**config.mk**
```make
export PLATFORM = sky130hd
export DESIGN_NAME = lane_clmul64
export DESIGN_NICKNAME = d
export VERILOG_FILES = /design/src/rtl/lane_clmul_pkg.sv /design/src/rtl/clm_lane.sv /design/src/rtl/clm_lane_bank.sv /design/src/rtl/clm_align.sv /design/src/rtl/lane_clmul64.sv
export SDC_FILE = /design/constraint.sdc
export NUM_CORES = 2
export LEC_CHECK = 0
export ABC_CLOCK_PERIOD_IN_PS = 19800
export BUFFER_PORTS_ARGS = -buffer_cell sky130_fd_sc_hd__buf_4
export CORE_MARGIN = 2
export CORE_UTILIZATION = 28
export DETAILED_ROUTE_END_ITERATION = 10
export GPL_TIMING_DRIVEN = 0
export HOLD_SLACK_MARGIN = 0.1
export SLEW_MARGIN = 20
export SYNTH_ARGS = -nofsm -noshare
export SYNTH_HDL_FRONTEND = slang
export SYNTH_SLANG_ARGS = --single-unit
```
**constraint.sdc**
```tcl
create_clock -name clk -period 19.8 [get_ports clk]
set_clock_uncertainty 0.1 [all_clocks]
set_input_delay 3.96 -clock clk [delete_from_list [all_inputs] [get_ports clk]]
set_output_delay 3.96 -clock clk [all_outputs]
set_load 0.01 [all_outputs]
```
**src/rtl/lane_clmul_pkg.sv**
```systemverilog
package lane_clmul_pkg;

    localparam int unsigned LANE_W_DEF = 8;
    localparam int unsigned LANES_DEF  = 8;

    typedef enum logic [1:0] {
        ST_IDLE = 2'd0,
        ST_RUN  = 2'd1,
        ST_DONE = 2'd2
    } clm_state_t;

endpackage

```
**src/rtl/clm_lane.sv**
```systemverilog
module clm_lane #(
    parameter int unsigned LW = 8
) (
    input  logic [LW-1:0]   op_x,
    input  logic [LW-1:0]   op_y,
    output logic [2*LW-1:0] prod
);
    // Shift-and-XOR product of two LW-bit polynomials.
    always_comb begin
        prod = '0;
        for (int i = 0; i < LW; i++) begin
            if (op_y[i]) begin
                prod = prod ^ ({{LW{1'b0}}, op_x} << i);
            end
        end
    end
endmodule

```
**src/rtl/clm_lane_bank.sv**
```systemverilog
module clm_lane_bank #(
    parameter int unsigned LW    = 8,
    parameter int unsigned LANES = 8
) (
    input  logic [LANES*LW-1:0]          vec_x,
    input  logic [LANES*LW-1:0]          vec_y,
    output logic [LANES-1:0][2*LW-1:0]   lane_prod
);
    for (genvar g = 0; g < LANES; g++) begin : g_lane
        clm_lane #(.LW(LW)) u_lane (
            .op_x (vec_x[g*LW +: LW]),
            .op_y (vec_y[g*LW +: LW]),
            .prod (lane_prod[g])
        );
    end
endmodule

```
**src/rtl/clm_align.sv**
```systemverilog
module clm_align #(
    parameter int unsigned LW    = 8,
    parameter int unsigned LANES = 8,
    parameter int unsigned KW    = 4
) (
    input  logic [LANES-1:0][2*LW-1:0] lane_prod,
    input  logic [KW-1:0]              rot,
    output logic [2*LANES*LW-1:0]      placed
);
    localparam int unsigned OP_W = LANES * LW;
    localparam int unsigned PW   = 2 * OP_W;

    // Lane i holds byte i of one operand times byte (i+rot) mod LANES of the other.
    // Its natural offset is 2*LW*i + LW*rot bits. A lane that wrapped lands one
    // full operand width too high, so it is folded down by OP_W.
    int sh;
    always_comb begin
        placed = '0;
        sh     = 0;
        for (int i = 0; i < LANES; i++) begin
            sh = 2 * LW * i + LW * int'(rot);
            if (i + int'(rot) >= LANES) begin
                sh = sh - OP_W;
            end
            placed = placed ^ ({{(PW - 2*LW){1'b0}}, lane_prod[i]} << sh);
        end
    end
endmodule

```
**src/rtl/lane_clmul64.sv**
```systemverilog
module lane_clmul64
    import lane_clmul_pkg::*;
#(
    parameter int unsigned LANE_W = LANE_W_DEF,
    parameter int unsigned LANES  = LANES_DEF   // must be even
) (
    input  logic                        clk,
    input  logic                        rst_n,
    input  logic                        in_valid,
    output logic                        in_ready,
    input  logic [LANE_W*LANES-1:0]     in_a,
    input  logic [LANE_W*LANES-1:0]     in_b,
    output logic                        out_valid,
    output logic [2*LANE_W*LANES-1:0]   out_prod
);
    localparam int unsigned OP_W  = LANE_W * LANES;
    localparam int unsigned PW    = 2 * OP_W;
    localparam int unsigned NPASS = LANES;
    localparam int unsigned PCW   = $clog2(NPASS);
    localparam int unsigned KW    = PCW + 1;
    localparam int unsigned LCW   = PCW + 2;

    clm_state_t state_q, state_d;

    logic [OP_W-1:0]  a_q, b_q;
    logic [PCW-1:0]   pass_q;
    logic [PW-1:0]    acc_q;
    logic             accept;
    logic             last_pass;

    assign accept    = (state_q == ST_IDLE) && in_valid;
    assign last_pass = (pass_q == PCW'(NPASS - 1));

    // ---------------- state register ----------------
    always_ff @(posedge clk or negedge rst_n) begin
        if (!rst_n) state_q <= ST_IDLE;
        else        state_q <= state_d;
    end

    // ---------------- next state ----------------
    always_comb begin
        state_d = state_q;
        unique case (state_q)
            ST_IDLE: if (in_valid)  state_d = ST_RUN;
            ST_RUN:  if (last_pass) state_d = ST_DONE;
            ST_DONE:                state_d = ST_IDLE;
            default:                state_d = ST_IDLE;
        endcase
    end

    // ---------------- outputs ----------------
    always_comb begin
        in_ready  = 1'b0;
        out_valid = 1'b0;
        unique case (state_q)
            ST_IDLE: in_ready  = 1'b1;
            ST_RUN:  ;
            ST_DONE: out_valid = 1'b1;
            default: ;
        endcase
    end

    assign out_prod = acc_q;

    // ---------------- pass schedule ----------------
    // pass 0: (A,B); odd pass p: (A, B>>>k); even pass p>0: (A>>>k, B); k=(p+1)/2.
    function automatic logic [OP_W-1:0] rotr_bytes(input logic [OP_W-1:0] x,
                                                   input logic [KW-1:0]   k);
        logic [2*OP_W-1:0] d;
        d = {x, x} >> (LANE_W * k);
        return d[OP_W-1:0];
    endfunction

    logic [KW-1:0]   rot;
    logic [OP_W-1:0] feed_a, feed_b;

    assign rot    = KW'(({1'b0, pass_q} + 1'b1) >> 1);
    assign feed_a = (pass_q != '0 && !pass_q[0]) ? rotr_bytes(a_q, rot) : a_q;
    assign feed_b = pass_q[0] ? rotr_bytes(b_q, rot) : b_q;

    logic [LANES-1:0][2*LANE_W-1:0] lane_prod;
    logic [PW-1:0]                  placed;

    clm_lane_bank #(.LW(LANE_W), .LANES(LANES)) u_bank (
        .vec_x     (feed_a),
        .vec_y     (feed_b),
        .lane_prod (lane_prod)
    );

    clm_align #(.LW(LANE_W), .LANES(LANES), .KW(KW)) u_align (
        .lane_prod (lane_prod),
        .rot       (rot),
        .placed    (placed)
    );

    // ---------------- datapath ----------------
    always_ff @(posedge clk or negedge rst_n) begin
        if (!rst_n) begin
            a_q    <= '0;
            b_q    <= '0;
            pass_q <= '0;
            acc_q  <= '0;
        end else if (accept) begin
            a_q    <= in_a;
            b_q    <= in_b;
            pass_q <= '0;
            acc_q  <= '0;
        end else if (state_q == ST_RUN) begin
            acc_q  <= acc_q ^ placed;
            pass_q <= pass_q + 1'b1;
        end
    end

    // ---------------- assertions ----------------
    logic [LCW-1:0] lat_cnt;
    always_ff @(posedge clk or negedge rst_n) begin
        if (!rst_n)                  lat_cnt <= '0;
        else if (accept)             lat_cnt <= '0;
        else if (state_q != ST_IDLE) lat_cnt <= lat_cnt + 1'b1;
    end


    latency_fixed_chk: assert property (@(posedge clk) disable iff (!rst_n)
        out_valid |-> (lat_cnt == LCW'(NPASS)));


    ready_returns_chk: assert property (@(posedge clk) disable iff (!rst_n)
        out_valid |=> (in_ready && !out_valid));


    idle_hold_chk: assert property (@(posedge clk) disable iff (!rst_n)
        (in_ready && !in_valid) |=> $stable(out_prod));


    square_odd_zero_chk: assert property (@(posedge clk) disable iff (!rst_n)
        (out_valid && (a_q == b_q)) |->
            ((out_prod & {OP_W{2'b10}}) == '0));


    top_bit_zero_chk: assert property (@(posedge clk) disable iff (!rst_n)
        out_valid |-> !out_prod[PW-1]);

endmodule

```
-- Yosys cells after proc, flatten, opt, wreduce, memory -nomap -nowiden
Cells that the tools add are included.
W data, S select, Z words.
- bitwise operators: 64
- eq/ne operators: 5
- shifts and indexed selects: 10
- multipliers: 0
- $lt $le $gt $ge: 8
- add/subtract/negate cells: 24
- divide/modulo/power cells: 0
- reduce and logical (&&, ||, !) cells: 7
- mux-type cells: 83
- operators by type and width (operator ; number):
    $shl A16 B32 Y128 ; 8
    $xor A128 B128 Y128 ; 8
    $mux W16 ; 56
    $mux W128 ; 2
    $mux W32 ; 8
    $shr A128 B6 Y64 ; 2
    $ge A32 B4 Y1 const B ; 7
    $sub A32 B7 Y32 const B ; 7
    $mux W64 ; 2
    $xor A16 B10 Y16 ; 8
    $xor A16 B11 Y16 ; 8
    $xor A16 B12 Y16 ; 8
    $xor A16 B13 Y16 ; 8
    $xor A16 B14 Y16 ; 8
    $xor A16 B15 Y16 ; 8
    $xor A16 B9 Y16 ; 8
    $mux W8 ; 8
    $add A7 B6 Y8 const A ; 4
    $add A3 B3 Y4 const A ; 4
    $add A6 B6 Y7 const A ; 2
    $add A2 B3 Y4 const A ; 2
    $sub A6 B7 Y8 const B ; 1
    $add A5 B6 Y7 const A ; 1
    $mux W3 ; 2
    17 further kinds ; 21
- memory bits (writable): 0
- bits of input ports: 131
- output and inout bits: 130
- memories: 0
- bits in read-only memories: 0
- register bits after elaboration: 261
- bits in latches: 0

-- Logic depth before layout (Yosys ltp)
- word-level depth: 29
- mapped depth: 31
- mapped depth without buffers: 18

-- Cells and area by module
From an unflattened synthesis, not the netlist that was laid out.
- cells, all modules: 4184
- area total of the unflattened synthesis: 34070.2 um^2
- modules (own cells, without submodules) (module ; instances ; cells each ; area each (um^2)):
    lane_clmul64 ; 1 ; 1411 ; 16537.1
    clm_align ; 1 ; 1749 ; 11457.2
    clm_lane ; 8 ; 128 ; 759.5

-- Least setup slack after synthesis
No wires, ideal clock.
- path kind: reg-to-reg
- start: reg pass_q[0]
- end: reg acc_q[50], in the netlist out_prod[50]
- cell stages (with the launch flop): 30
- arrival: 6130 ps
- setup slack: 13501 ps
- setup time: 69 ps
- required time: 19631 ps
- period minus slack after synthesis: 6299 ps
- buffers on the path: 15
- path through: dfrtp_1 buf_4 inv_2 buf_2 buf_1 ha_1 buf_6 buf_12 buf_12 buf_8 buf_6 buf_4 clkbuf_1 buf_1 clkbuf_1 buf_1 clkbuf_1 a21oi_1 ha_1 or2_2 clkbuf_1 nor2_1 nand2_1 o221a_2 o21a_1 mux2i_1 nand3_1 xnor2_1 or3_1 nand3_1
- cells in the longest elaborated chain, start to end: 29
- elaborated cells between the ends (all ways): 184
- those cells by class: add/sub: 23; order compare: 8; shift: 10; mux: 76; bitwise: 64; reduce/logical: 3
- RTL lines (what ; RTL line ; source):
    from (decl) ; lane_clmul64.sv:26 ; logic [PCW-1:0] pass_q;
    from (signal assigned) ; lane_clmul64.sv:110 ; pass_q <= pass_q + 1'b1;
    $add A3 B1 Y4 (tied with other cells) ; lane_clmul64.sv:77 ; assign rot = KW'(({1'b0, pass_q} + 1'b1) >> 1);
    $shr A128 B6 Y64 or $logic_and A1 B1 Y1 (tied branches) ; lane_clmul64.sv:70, lane_clmul64.sv:78 ;
    $mux W64 (on tied branches) ; lane_clmul64.sv:78, lane_clmul64.sv:79 ;
    $mux W8 ; clm_lane.sv:12 ; if (op_y[i]) begin
    $xor A16 B9 Y16 ; clm_lane.sv:13 ; prod = prod ^ ({{LW{1'b0}}, op_x} << i);
    $mux W16 ; clm_lane.sv:12 ;
    $xor A16 B10 Y16 ; clm_lane.sv:13 ;
    $mux W16 ; clm_lane.sv:12 ;
    [8 not listed] ; n/a ;
    $xor A16 B15 Y16 ; clm_lane.sv:13 ;
    $mux W16 ; clm_lane.sv:12 ;
    $shl A16 B32 Y128 ; clm_align.sv:25 ; placed = placed ^ ({{(PW - 2*LW){1'b0}}, lane_prod[i]} << sh);
    $xor A128 B128 Y128 (6 in a row) ; clm_align.sv:25 ;
    $xor A128 B128 Y128 (*) ; clm_align.sv:25 ;
    $xor A128 B128 Y128 (*) ; lane_clmul64.sv:109 ; acc_q <= acc_q ^ placed;
    $mux W128 (*) ; lane_clmul64.sv:108 ; end else if (state_q == ST_RUN) begin
    $mux W128 (*) ; lane_clmul64.sv:103 ; end else if (accept) begin
    to (signal assigned) ; lane_clmul64.sv:109 ;
    to (decl) ; lane_clmul64.sv:27 ; logic [PW-1:0] acc_q;
Every way passes the cells marked *; elsewhere a longest branch is shown, timed or not. The select of a mux whose other input is x is not followed.
A chain may end at the register's enable or synchronous reset.

-- Worst setup path in the final report
- start: reg pass_q[0]
- end: reg acc_q[49], in the netlist out_prod[49]
The elaborated chain is that of the path after synthesis.

==> qor.csv <==
stage,metric,value,unit
outcome,outcome,completed,
route,wirelength,337700,um
clock_network,h-tree-depth,2,
setup_path,critPathMaxStageDelay,1.01,ns
global_routing,grt_usage,51.86,%
global_routing,grt_max_degree,94,
floorplan,dieHeight,356.2,um
sta,tightest_slew,1.435,ns
route,vias_per_cell,6.928,
min_path,holdCritPathClass,reg -> reg,
global_routing,gr-total-overflow,0,
sta,slew_headroom,4.334,%
floorplan,std_cell_rows,129,
route,drc,0,
clock_network,clk_path_buf_depth,3,
sta,fin_tns_setup,0,ns
clock_network,cts_resized,0,
synth,synthMuxAreaShare,8.510,%
floorplan,core_region_area,123300,um2
sta,max_freq,0.08246,GHz
sta,rsz0062_at_grt,false,
clock_network,cts_made_buffers,34,
synth,synthXorXnorAreaFrac,16.00,%
synth,syn_inst,4454,
cells_and_area,finalNonFillerCells,6533,
placement,place_inst,6429,
route,drt_first_pass_iters,9,
route,drtIter0Drc,6812,
setup_path,cp.required,20.23,ns
cells_and_area,final_common_cell,nand2_1,
floorplan,start_util,28.16,%
setup_path,slowest_stage,clkbuf_1,
cells_and_area,area_delta_synth_final,20.02,%
clock_network,worstSkewPairLatency,0.65,ns
sta,period_minus_slack,12.13,ns
floorplan,ios,261,
synth,ys_async_sr_fraction,100.0,%
cells_and_area,final_cell_mix,"nand2_1 (737), nor2_1 (463), a21oi_1 (306), xnor2_1 (306), buf_4 (295)",
synth,synth_warnings,0,
synth,avgSynthCellArea,7.797,um2
synth,synth_top_family_by_area,compound AO/OA/AOI/OAI gates,
cells_and_area,nNetsFinal,4973,
sta,final_max_slew_viol_count,0,
clock_network,clkSinkCount,261,
clock_network,cts_tree,yes,
global_routing,antenna_found_initial,38,
cells_and_area,fillers,13250,
synth,synth-compound-area-share,29.09,%
synth,synthAdderAreaFrac,0.4324,%
synth,yosys.area_share.simple,21.68,%
synth,synth-main-ff-cell,dfrtp_1,
synth,ys_seq_area_share,18.81,%
placement,hpwl,265000,um
synth,synth_edf_count,0,
synth,synth_nets,4597,
setup_path,end_kind,flip-flop,
cells_and_area,drive_gt1_share,19.58,%
min_path,whs_path_depth,1,
clock_network,cts_setup_buffers,0,
synth,syn_area,34730,um2
synth,synth_cell_type_count,121,
global_routing,grt_pass1_wl,434600,um
clock_network,root_buffer,clkbuf_16,
synth,ys_seq_elements,261,
clock_network,cts-hold-fix-buffers,0,
route,num_vias,45260,
setup_path,crit_path_start_kind,flip-flop,
floorplan,dieArea,126900,um2
placement,io_buffers,260,
cells_and_area,postLayoutCoreUtil,33.80,%
flow_run,cap_violations,0,
clock_network,path_clk_slew,0.08,ns
setup_path,crit_type,reg -> reg,
setup_path,rr_worst_depth,29,
route,ant_nets,0,
sta,hold_viol,0,
setup_path,arrival,12.56,ns
sta,finalCritPeriodShare,61.25,%
sta,setup-violations-final,0,
global_routing,grt_pass1_vias,42190,
placement,gp_congestion,1.147,
setup_path,cpMostUsedCell,clkbuf_1,
floorplan,die_w,356.2,um
setup_path,cp_max_fo,10,
route,wl_per_cell,51.69,um
==> worst max-delay path, delay by kind of cell, from the launching register on <==
kind | cells | cell delay (ns)
AO/OA/AOI/OAI | 3 | 0.63
XOR/XNOR | 1 | 0.99
adder cells (fa/ha/maj) | 2 | 0.93
buffers and inverters | 19 | 8.21
flip-flops | 1 | 0.40
AND/OR/NAND/NOR | 4 | 0.63
==> state kept, by name, summed over array words and instances (netlist names) <==
name,flops
a_q,64
out_prod,128
b_q,64
pass_q,3
state_q,2
==> synthesized netlist by cell type (46+ instances only) <==
master / count / share of area [%]
xor2_1: 124 / 3.1
a21oi_1: 313 / 4.5
mux4_2: 88 / 5.7
o211ai_1: 75 / 1.6
nor2_1: 495 / 5.4
o21ai_0: 169 / 2.4
nand2_1: 739 / 8.0
inv_1: 68 / 0.73
o221ai_1: 46 / 1.2
nor3_1: 66 / 0.95
o22ai_1: 127 / 2.3
nand3_1: 97 / 1.4
clkbuf_1: 194 / 2.1
xnor2_1: 339 / 8.5
or3_1: 73 / 1.3
xnor3_1: 46 / 3.0
a22oi_1: 76 / 1.6
or2_2: 52 / 0.94
dfrtp_1: 261 / 19
==> logic make-up after synthesis <==
group,count (synthesis)
simple gates,1713
compound gates,1388
xor+xnor,532
buf+inv,380
flops,261
mux,168
fa+ha+maj,12
==> stage by stage <==
step,hold WS (ns),instance area (um2),worst slack (ns)
after detailed placement,0.3675,40430,8.724
after global routing,0.3926,41600,8.317
after CTS,0.3745,41440,8.642
final,0.3706,41680,7.673
after floorplan,0.3866,34730,13.50
after global placement,0.3634,38730,6.377
==> routing by layer <==
layer | vias up | GRT usage, % | share of wire [%]
met3 | 1660 | 19.20 | 11
met1 | 22350 | 55.94 | 35
met5 | - | 1.481 | 0.14
met2 | 3940 | 74.75 | 41
li1 | 17300 | - | -
met4 | 12 | 56.59 | 14
==> path summary, 6_finish.rpt <==
kind	start	end	slack, ns
setup / recovery	pass_q[0]$_DFFE_PN0P_	out_prod[49]$_DFFE_PN0P_	7.67
hold / removal	out_prod[63]$_DFFE_PN0P_	out_prod[63]$_DFFE_PN0P_	0.37
setup reg to reg	pass_q[0]$_DFFE_PN0P_	out_prod[49]$_DFFE_PN0P_	7.67
hold reg to reg	out_prod[63]$_DFFE_PN0P_	out_prod[63]$_DFFE_PN0P_	0.37
max in group asynchronous	rst_n	a_q[34]$_DFFE_PN0P_	15.30
min in group asynchronous	rst_n	out_prod[32]$_DFFE_PN0P_	3.24
==> layout make-up <==
type / count / area [um2] / share of cell area, %
Antenna cell: 49 / 122.6 / 0.2942
Clock inverter: 6 / 47.55 / 0.1141
Buffer: 307 / 1697 / 4.071
Timing Repair Buffer: 340 / 3017 / 7.238
Sequential cell: 261 / 6531 / 15.67
Multi-Input combinational cell: 3813 / 26970 / 64.71
Clock buffer: 47 / 970.9 / 2.329
Inverter: 73 / 276.5 / 0.6634
Tap cell: 1637 / 2048 / 4.914
Power is not shown: default switching activity piles up to over one toggle a cycle in this logic, so the estimate is an artifact.
